## src/rtl/tune_pkg.sv

```systemverilog
package tune_pkg;

  localparam int unsigned REG_AW   = 8;
  localparam int unsigned REG_DW   = 32;
  localparam int unsigned HALF_DW  = 16;
  localparam int unsigned CMD_IW   = 6;

  localparam logic [REG_AW-1:0] A_HC2   = 8'h3E;
  localparam logic [REG_AW-1:0] A_IRQ_S = 8'h34;
  localparam logic [REG_AW-1:0] A_IRQ_G = 8'h38;
  localparam logic [REG_AW-1:0] A_BSZ   = 8'h04;
  localparam logic [REG_AW-1:0] A_BCNT  = 8'h06;
  localparam logic [REG_AW-1:0] A_XMODE = 8'h0C;

  localparam int unsigned BIT_EXEC  = 6;
  localparam int unsigned BIT_TUNED = 7;

  localparam logic [REG_DW-1:0]  IRQ_RD_READY = 32'h0000_0020;
  localparam logic [HALF_DW-1:0] XMODE_READ   = 16'h0010;
  localparam logic [2:0]         RESP_SHORT_CRC = 3'd1;

  typedef enum logic [3:0] {
    S_IDLE,
    S_ARM_RD,
    S_ARM_WR,
    S_IRQS_T,
    S_IRQG_T,
    S_BSZ,
    S_BCNT,
    S_XMODE,
    S_ISSUE,
    S_GAP,
    S_POLL,
    S_JUDGE,
    S_CLR,
    S_IRQS_R,
    S_IRQG_R
  } seq_state_e;

  typedef struct packed {
    logic              wr;
    logic              wide;
    logic [REG_AW-1:0] addr;
    logic [REG_DW-1:0] wdata;
  } reg_op_t;

endpackage

```

## src/rtl/tune_step_decode.sv

```systemverilog
module tune_step_decode
  import tune_pkg::*;
#(
  parameter logic [CMD_IW-1:0] OP_HS200    = 6'd21,
  parameter logic [2:0]        BND_ARG     = 3'd7,
  parameter logic [REG_DW-1:0] RESTORE_IRQ = 32'h007F_003B
) (
  input  seq_state_e          state,
  input  logic [HALF_DW-1:0]  hc2,
  input  logic [CMD_IW-1:0]   op,
  input  logic                bus8,
  output logic                want,
  output reg_op_t             rop
);

  localparam logic [HALF_DW-1:0] EXEC_M  = HALF_DW'(1) << BIT_EXEC;
  localparam logic [HALF_DW-1:0] TUNED_M = HALF_DW'(1) << BIT_TUNED;
  localparam logic [11:0]        SZ_STD  = 12'd64;
  localparam logic [11:0]        SZ_WIDE = 12'd128;

  logic [HALF_DW-1:0] bsz;

  always_comb begin
    bsz = {1'b0, BND_ARG, ((op == OP_HS200) && bus8) ? SZ_WIDE : SZ_STD};
  end

  always_comb begin
    want      = 1'b1;
    rop.wr    = 1'b1;
    rop.wide  = 1'b0;
    rop.addr  = A_HC2;
    rop.wdata = '0;
    unique case (state)
      S_ARM_RD: rop.wr = 1'b0;
      S_ARM_WR: rop.wdata = {16'h0, hc2 | EXEC_M};
      S_IRQS_T: begin rop.wide = 1'b1; rop.addr = A_IRQ_S; rop.wdata = IRQ_RD_READY; end
      S_IRQG_T: begin rop.wide = 1'b1; rop.addr = A_IRQ_G; rop.wdata = IRQ_RD_READY; end
      S_BSZ:    begin rop.addr = A_BSZ;   rop.wdata = {16'h0, bsz}; end
      S_BCNT:   begin rop.addr = A_BCNT;  rop.wdata = 32'd1; end
      S_XMODE:  begin rop.addr = A_XMODE; rop.wdata = {16'h0, XMODE_READ}; end
      S_POLL:   rop.wr = 1'b0;
      S_CLR:    rop.wdata = {16'h0, hc2 & ~(EXEC_M | TUNED_M)};
      S_IRQS_R: begin rop.wide = 1'b1; rop.addr = A_IRQ_S; rop.wdata = RESTORE_IRQ; end
      S_IRQG_R: begin rop.wide = 1'b1; rop.addr = A_IRQ_G; rop.wdata = '0; end
      default:  begin want = 1'b0; rop.wr = 1'b0; end
    endcase
  end

endmodule

```

## src/rtl/tune_reg_port.sv

```systemverilog
module tune_reg_port
  import tune_pkg::*;
(
  input  logic               clk,
  input  logic               rst_n,
  input  logic               want,
  input  logic               is_write,
  output logic               req_valid,
  input  logic               req_ready,
  input  logic               rsp_valid,
  input  logic [HALF_DW-1:0] rsp_data,
  output logic               step_done,
  output logic [HALF_DW-1:0] rdata
);

  logic pend_q;
  logic fire;

  assign req_valid = want && !pend_q;
  assign fire      = req_valid && req_ready;
  assign step_done = (fire && is_write) || (pend_q && rsp_valid);

  always_ff @(posedge clk or negedge rst_n) begin
    if (!rst_n) begin
      pend_q <= 1'b0;
      rdata  <= '0;
    end else begin
      if (fire && !is_write) begin
        pend_q <= 1'b1;
      end else if (pend_q && rsp_valid) begin
        pend_q <= 1'b0;
        rdata  <= rsp_data;
      end
    end
  end

endmodule

```

## src/rtl/tune_pacer.sv

```systemverilog
module tune_pacer #(
  parameter int unsigned MAX_TRIES  = 40,
  parameter int unsigned GAP_CYCLES = 100
) (
  input  logic clk,
  input  logic rst_n,
  input  logic clear,
  input  logic fire,
  output logic last_try,
  output logic gap_zero
);

  localparam int unsigned TW = $clog2(MAX_TRIES + 1);

  logic [TW-1:0] tries_q;

  assign last_try = (tries_q >= TW'(MAX_TRIES));

  always_ff @(posedge clk or negedge rst_n) begin
    if (!rst_n) begin
      tries_q <= '0;
    end else if (clear) begin
      tries_q <= '0;
    end else if (fire && !last_try) begin
      tries_q <= tries_q + 1'b1;
    end
  end

  generate
    if (GAP_CYCLES > 0) begin : g_gap
      localparam int unsigned GW = $clog2(GAP_CYCLES + 1);
      logic [GW-1:0] gap_q;
      always_ff @(posedge clk or negedge rst_n) begin
        if (!rst_n) begin
          gap_q <= '0;
        end else if (fire) begin
          gap_q <= GW'(GAP_CYCLES);
        end else if (gap_q != '0) begin
          gap_q <= gap_q - 1'b1;
        end
      end
      assign gap_zero = (gap_q == '0);
    end else begin : g_nogap
      assign gap_zero = 1'b1;
    end
  endgenerate

endmodule

```

## src/rtl/clk_tune_seq.sv

```systemverilog
module clk_tune_seq
  import tune_pkg::*;
#(
  parameter int unsigned       MAX_TRIES   = 40,
  parameter int unsigned       GAP_CYCLES  = 100,
  parameter logic [5:0]        OP_SD       = 6'd19,
  parameter logic [5:0]        OP_HS200    = 6'd21,
  parameter logic [2:0]        BND_ARG     = 3'd7,
  parameter logic [31:0]       RESTORE_IRQ = 32'h007F_003B
) (
  input  logic        clk,
  input  logic        rst_n,
  input  logic        start,
  input  logic [5:0]  tune_opcode,
  input  logic        bus_8bit,
  output logic        done,
  output logic        fail,
  output logic        reg_req_valid,
  input  logic        reg_req_ready,
  output logic        reg_req_write,
  output logic        reg_req_wide,
  output logic [7:0]  reg_req_addr,
  output logic [31:0] reg_req_wdata,
  input  logic        reg_rsp_valid,
  input  logic [15:0] reg_rsp_data,
  output logic        cmd_valid,
  input  logic        cmd_ready,
  output logic [5:0]  cmd_index,
  output logic [31:0] cmd_arg,
  output logic [2:0]  cmd_resp_kind
);

  seq_state_e st_q, st_d;
  logic [CMD_IW-1:0]  op_q;
  logic               b8_q;
  logic               fail_pend_q;
  logic               fail_q;
  logic               done_q;
  logic               want;
  reg_op_t            rop;
  logic               step_done;
  logic [HALF_DW-1:0] hc2;
  logic               cmd_fire;
  logic               start_ok;
  logic               last_try;
  logic               gap_zero;
  logic               use_gap;
  logic               run_end;

  assign start_ok  = (st_q == S_IDLE) && start;
  assign cmd_valid = (st_q == S_ISSUE);
  assign cmd_fire  = cmd_valid && cmd_ready;
  assign use_gap   = (op_q == OP_SD);
  assign run_end   = (st_q == S_IRQG_R) && step_done;

  assign cmd_index     = op_q;
  assign cmd_arg       = '0;
  assign cmd_resp_kind = RESP_SHORT_CRC;

  assign reg_req_write = rop.wr;
  assign reg_req_wide  = rop.wide;
  assign reg_req_addr  = rop.addr;
  assign reg_req_wdata = rop.wdata;

  assign done = done_q;
  assign fail = fail_q;

  tune_step_decode #(
    .OP_HS200    (OP_HS200),
    .BND_ARG     (BND_ARG),
    .RESTORE_IRQ (RESTORE_IRQ)
  ) u_decode (
    .state (st_q),
    .hc2   (hc2),
    .op    (op_q),
    .bus8  (b8_q),
    .want  (want),
    .rop   (rop)
  );

  tune_reg_port u_port (
    .clk       (clk),
    .rst_n     (rst_n),
    .want      (want),
    .is_write  (rop.wr),
    .req_valid (reg_req_valid),
    .req_ready (reg_req_ready),
    .rsp_valid (reg_rsp_valid),
    .rsp_data  (reg_rsp_data),
    .step_done (step_done),
    .rdata     (hc2)
  );

  tune_pacer #(
    .MAX_TRIES  (MAX_TRIES),
    .GAP_CYCLES (GAP_CYCLES)
  ) u_pacer (
    .clk      (clk),
    .rst_n    (rst_n),
    .clear    (start_ok),
    .fire     (cmd_fire),
    .last_try (last_try),
    .gap_zero (gap_zero)
  );

  always_comb begin
    st_d = st_q;
    unique case (st_q)
      S_IDLE:   if (start)     st_d = S_ARM_RD;
      S_ARM_RD: if (step_done) st_d = S_ARM_WR;
      S_ARM_WR: if (step_done) st_d = S_IRQS_T;
      S_IRQS_T: if (step_done) st_d = S_IRQG_T;
      S_IRQG_T: if (step_done) st_d = S_BSZ;
      S_BSZ:    if (step_done) st_d = S_BCNT;
      S_BCNT:   if (step_done) st_d = S_XMODE;
      S_XMODE:  if (step_done) st_d = S_ISSUE;
      S_ISSUE:  if (cmd_fire)  st_d = use_gap ? S_GAP : S_POLL;
      S_GAP:    if (gap_zero)  st_d = S_POLL;
      S_POLL:   if (step_done) st_d = S_JUDGE;
      S_JUDGE: begin
        if (!hc2[BIT_EXEC]) st_d = hc2[BIT_TUNED] ? S_IRQS_R : S_CLR;
        else if (last_try)  st_d = S_CLR;
        else                st_d = S_ISSUE;
      end
      S_CLR:    if (step_done) st_d = S_IRQS_R;
      S_IRQS_R: if (step_done) st_d = S_IRQG_R;
      S_IRQG_R: if (step_done) st_d = S_IDLE;
      default:  st_d = S_IDLE;
    endcase
  end

  always_ff @(posedge clk or negedge rst_n) begin
    if (!rst_n) begin
      st_q        <= S_IDLE;
      op_q        <= '0;
      b8_q        <= 1'b0;
      fail_pend_q <= 1'b0;
      fail_q      <= 1'b0;
      done_q      <= 1'b0;
    end else begin
      st_q   <= st_d;
      done_q <= run_end;
      if (start_ok) begin
        op_q   <= tune_opcode;
        b8_q   <= bus_8bit;
        fail_q <= 1'b0;
      end else if (run_end) begin
        fail_q <= fail_pend_q;
      end
      if (st_q == S_JUDGE) begin
        fail_pend_q <= hc2[BIT_EXEC] || !hc2[BIT_TUNED];
      end
    end
  end

endmodule

```

## config.mk

```make
export PLATFORM = sky130hd
export DESIGN_NAME = clk_tune_seq
export DESIGN_NICKNAME = d
export VERILOG_FILES = /design/src/rtl/tune_pkg.sv /design/src/rtl/tune_step_decode.sv /design/src/rtl/tune_reg_port.sv /design/src/rtl/tune_pacer.sv /design/src/rtl/clk_tune_seq.sv
export SDC_FILE = /design/constraint.sdc
export NUM_CORES = 1
export LEC_CHECK = 0
export ABC_CLOCK_PERIOD_IN_PS = 2700
export CORE_MARGIN = 2
export CORE_UTILIZATION = 44
export CTS_CLUSTER_DIAMETER = 200
export DETAILED_ROUTE_END_ITERATION = 8
export PLACE_DENSITY = 0.81
export SLEW_MARGIN = 40
export SYNTH_ARGS = -nofsm -noshare
export SYNTH_HDL_FRONTEND = slang
export SYNTH_HIERARCHICAL = 1
export SYNTH_SLANG_ARGS = --single-unit
```

## constraint.sdc

```tcl
create_clock -name clk -period 2.7 [get_ports clk]
set_input_delay 0.54 -clock clk [delete_from_list [all_inputs] [get_ports clk]]
set_output_delay 0.54 -clock clk [all_outputs]
set_load 0.005 [all_outputs]
```

==> PnR_summary.wiki <==
{| class="wikitable"
! Metric !! Value
|-
| Maximum vdd ir drop || 551 uV
|-
| Count of distinct cell types in the synthesized netlist || 59
|-
| Max_slew headroom || 0.632
|-
| Number of max-slew violations in the final report || 0
|-
| First-iteration detailed-routing DRC count || 107
|-
| FMAX || 0.383 GHz
|-
| Post-synthesis to final-layout area growth || 26.1%
|-
| Maximum number of pins on one net before global-route repair || 37
|-
| Setup repair after global routing missed its margin || true
|-
| Detail Placement HPWL || 4410 um
|-
| Sum of negative setup slack || 0 ps
|-
| Crit start category || flip-flop
|-
| Area of the core || 6680 um2
|-
| Worst slew pin tran || 547 ps
|-
| Nets || 411
|-
| Average vias per placed instance || 5.03
|-
| Number of remaining DRC errors || 0
|-
| Sequential cell area fraction in the yosys report || 0.368
|-
| Summed instance area of the synthesized netlist || 2990 um2
|-
| Total congestion overflow after global routing || 0
|-
| Initial cell density of the core || 0.448
|-
| Number of cells produced by synthesis || 303
|-
| H-tree depth || 2
|-
| Number of warnings printed during yosys synthesis || 6
|-
| Total routing usage reported by global routing || 0.162
|-
| Insertion delay of the later-clocked pin in the worst-skew pair || 310 ps
|-
| Via count || 2310
|-
| Maximum clock path buffer count || 2
|-
| Leading register cell type out of synthesis || sky130_fd_sc_hd__dfrtp_1
|-
| Run status || complete, no violations
|-
| Worst hold slack || 70.0 ps
|-
| Die ar. || 7480 um2
|-
| Endpoint required time on the critical path || 2160 ps
|-
| Number of hold-slack violations in the final timing report || 0
|-
| Post-Synthesis Mean Instance Area || 9.88 um2
|-
| Per-cell routed wire length || 13.6 um
|-
| # rows || 30
|-
| Total of max-cap violations || 0
|-
| Number of global-route vias before repair || 2058
|-
| Final Setup Violations || 0
|-
| Total power per unit cell area || 1010 nW/um2
|-
| Global placer's final weighted congestion || 0.809
|-
| Clock slew at the register clock pins of the worst setup and hold paths || 90 ps
|-
| Count of boundary I/O pins || 116
|-
| Fraction of final layout cells with drive strength greater than 1 || 0.208
|-
| Clock tree from TritonCTS || yes
|-
| Number of synthesized flops with an enable pin || 0
|-
| Floorplan die width || 86.5 um
|-
| Number of storage elements in the synthesis netlist || 44
|-
| Period utilisation layout || 0.968
|-
| Setup skew after layout || 12.8 ps
|-
| First-pass GRT wire length || 9650 um
|-
| Final instance area || 3770 um2
|-
| DR pass1 iterations || 4
|-
| Data arrival, critical path || 2070 ps
|-
| Height of the die || 86.5 um
|-
| Worst setup path category || reg -> out
|-
| Path category of the worst min-delay check || in -> async
|-
| Post-layout minimum cycle time || 2610 ps
|-
| Clock tree root buffer cell || sky130_fd_sc_hd__clkbuf_8
|-
| Post-DP Area || 3530 um2
|-
| Fraction of registers with async set or reset after synthesis || 1.00
|-
| Final standard cell utilization of the core || 0.565
|-
| Remaining antenna violation count after routing || 0
|-
| IO buf count || 68
|-
| Total inserted antenna cells || 0
|-
| Final Routed Wirelength || 6240 um
|-
| Clock sink count || 44
|-
| Worst setup EP type || output pin
|-
| Static Leakage || 1.75 nW
|-
| Number of CTS-inserted buffers || 5
|-
| Post-route insts no fill || 459
|-
| Initial antenna violation count || 0
|-
| Cell total after placement || 441
|-
| Maximum fanout along the worst path || 6
|}
-- report_power, final --
group | switching (mW) | internal, mW
logic | 0.883 | 1.19
registers | 0.251 | 0.944
clock network | 0.227 | 0.327
-- synth_stat cells, types with 2 or more instances --
cell type	number	area share
sky130_fd_sc_hd__buf_4	57	0.14
sky130_fd_sc_hd__dfrtp_1	44	0.37
sky130_fd_sc_hd__nor2_1	21	0.026
sky130_fd_sc_hd__mux2_2	18	0.068
sky130_fd_sc_hd__o21ai_0	13	0.022
sky130_fd_sc_hd__inv_1	12	0.015
sky130_fd_sc_hd__a21oi_1	11	0.018
sky130_fd_sc_hd__nand2_1	11	0.014
sky130_fd_sc_hd__mux2_4	10	0.050
sky130_fd_sc_hd__nand3_1	10	0.017
sky130_fd_sc_hd__and2_1	8	0.017
sky130_fd_sc_hd__nand2b_1	7	0.015
sky130_fd_sc_hd__a21o_1	5	0.013
sky130_fd_sc_hd__buf_2	5	0.0084
sky130_fd_sc_hd__nor2b_1	5	0.010
sky130_fd_sc_hd__ha_1	4	0.017
sky130_fd_sc_hd__a32o_1	3	0.010
sky130_fd_sc_hd__conb_1	3	0.0038
sky130_fd_sc_hd__nand3b_1	3	0.0075
sky130_fd_sc_hd__nor3_1	3	0.0050
sky130_fd_sc_hd__o211ai_1	3	0.0075
sky130_fd_sc_hd__or3_1	3	0.0063
sky130_fd_sc_hd__a21oi_2	2	0.0059
sky130_fd_sc_hd__a22o_1	2	0.0059
sky130_fd_sc_hd__a31oi_1	2	0.0042
sky130_fd_sc_hd__nand4b_1	2	0.0059
sky130_fd_sc_hd__nor4b_1	2	0.0059
sky130_fd_sc_hd__o31ai_1	2	0.0050
sky130_fd_sc_hd__or3b_4	2	0.0075
-- cells by family (layout without fill, tap and decap cells) --
logic type	after synthesis	after routing	share of synthesized area
xor+xnor	1	1	0.00293
simple gates	86	86	0.166
buf+inv	78	109	0.179
compound gates	57	58	0.139
fa+ha+maj	5	5	0.0201
mux	29	29	0.121
flops	44	44	0.368
other cells	3	47	0.00376
-- per-layer routing --
metal,track usage,part of all wire
met1,0.211,0.45
met2,0.261,0.48
met5,0,0
met4,0.0625,0.016
met3,0.0410,0.056
-- per-stage QoR --
stage / worst slack [ps] / power, mW
floorplan: 417 / 2.45
global placement: 281 / 3.07
detailed placement: 229 / 3.13
CTS: -2.18 / 3.74
global route: -5.35 / 4.10
finish: 87.2 / 3.83
-- layout make-up --
cell class | instances | area (um2)
inverters | 13 | 48.8
multi-input cells | 226 | 1550
repair buffers | 88 | 841
fillers | 573 | 2910
clock inverters | 1 | 30.0
clock buffers | 7 | 96.3
well taps | 80 | 100
flip-flops and latches | 44 | 1110
-- cells in the final DEF (no fill, tap or decap), drive strengths merged, types with 2 or more instances in the layout --
cell type / instances
nor2b: 5
or3: 3
nand3: 10
a21o: 5
and2: 8
or3b: 3
inv: 13
nand2: 12
ha: 4
dlymetal6s2s: 4
nor3: 3
a31oi: 2
dfrtp: 44
nand4b: 2
a21oi: 15
a32o: 3
clkdlybuf4s50: 63
a211oi: 2
nor4b: 3
o21ai: 13
buf: 20
clkbuf: 8
o311ai: 2
o211ai: 3
mux2: 28
nand3b: 3
conb: 47
o31ai: 2
nand2b: 7
nor2: 21
a22o: 3
-- repair_timing --
item	in CTS	in global routing
resized for setup	6	10
setup buffers	2	7
hold buffers	0	0
hold endpoints to repair	0	0
setup endpoints to repair	22	23
pin swaps	2	6
cloned	0	1
-- registers in the layout, indices dropped and copies added (netlist names) --
signal / count
u_port/rdata: 16
u_pacer/g_gap.gap_q: 7
cmd_index: 6
u_pacer/tries_q: 6
st_q: 4
b8_q: 1
done: 1
fail: 1
fail_pend_q: 1
u_port/pend_q: 1
-- path summary, 6_finish.rpt --
check	from	endpoint	slack (ps)	cells past startpoint
max	st_q[2]	reg_req_wdata[5]	90	4
min	rst_n	u_pacer/g_gap.gap_q[5]	70	1
max reg2reg	st_q[2]	st_q[1]	110	10
min reg2reg	u_port/rdata[11]	u_port/rdata[11]	510	1
max in group asynchronous	rst_n	st_q[0]	1900	2
min in group clk	u_port/rdata[11]	u_port/rdata[11]	510	1
-- critical path, stage by stage (launching register included) --
cell                              delay, ps
sky130_fd_sc_hd__dfrtp_2                450
sky130_fd_sc_hd__or3b_4                 470
sky130_fd_sc_hd__a21o_1                 230
sky130_fd_sc_hd__o311ai_1                80
sky130_fd_sc_hd__clkdlybuf4s50_1        550
(Power assumes the default switching activity.)
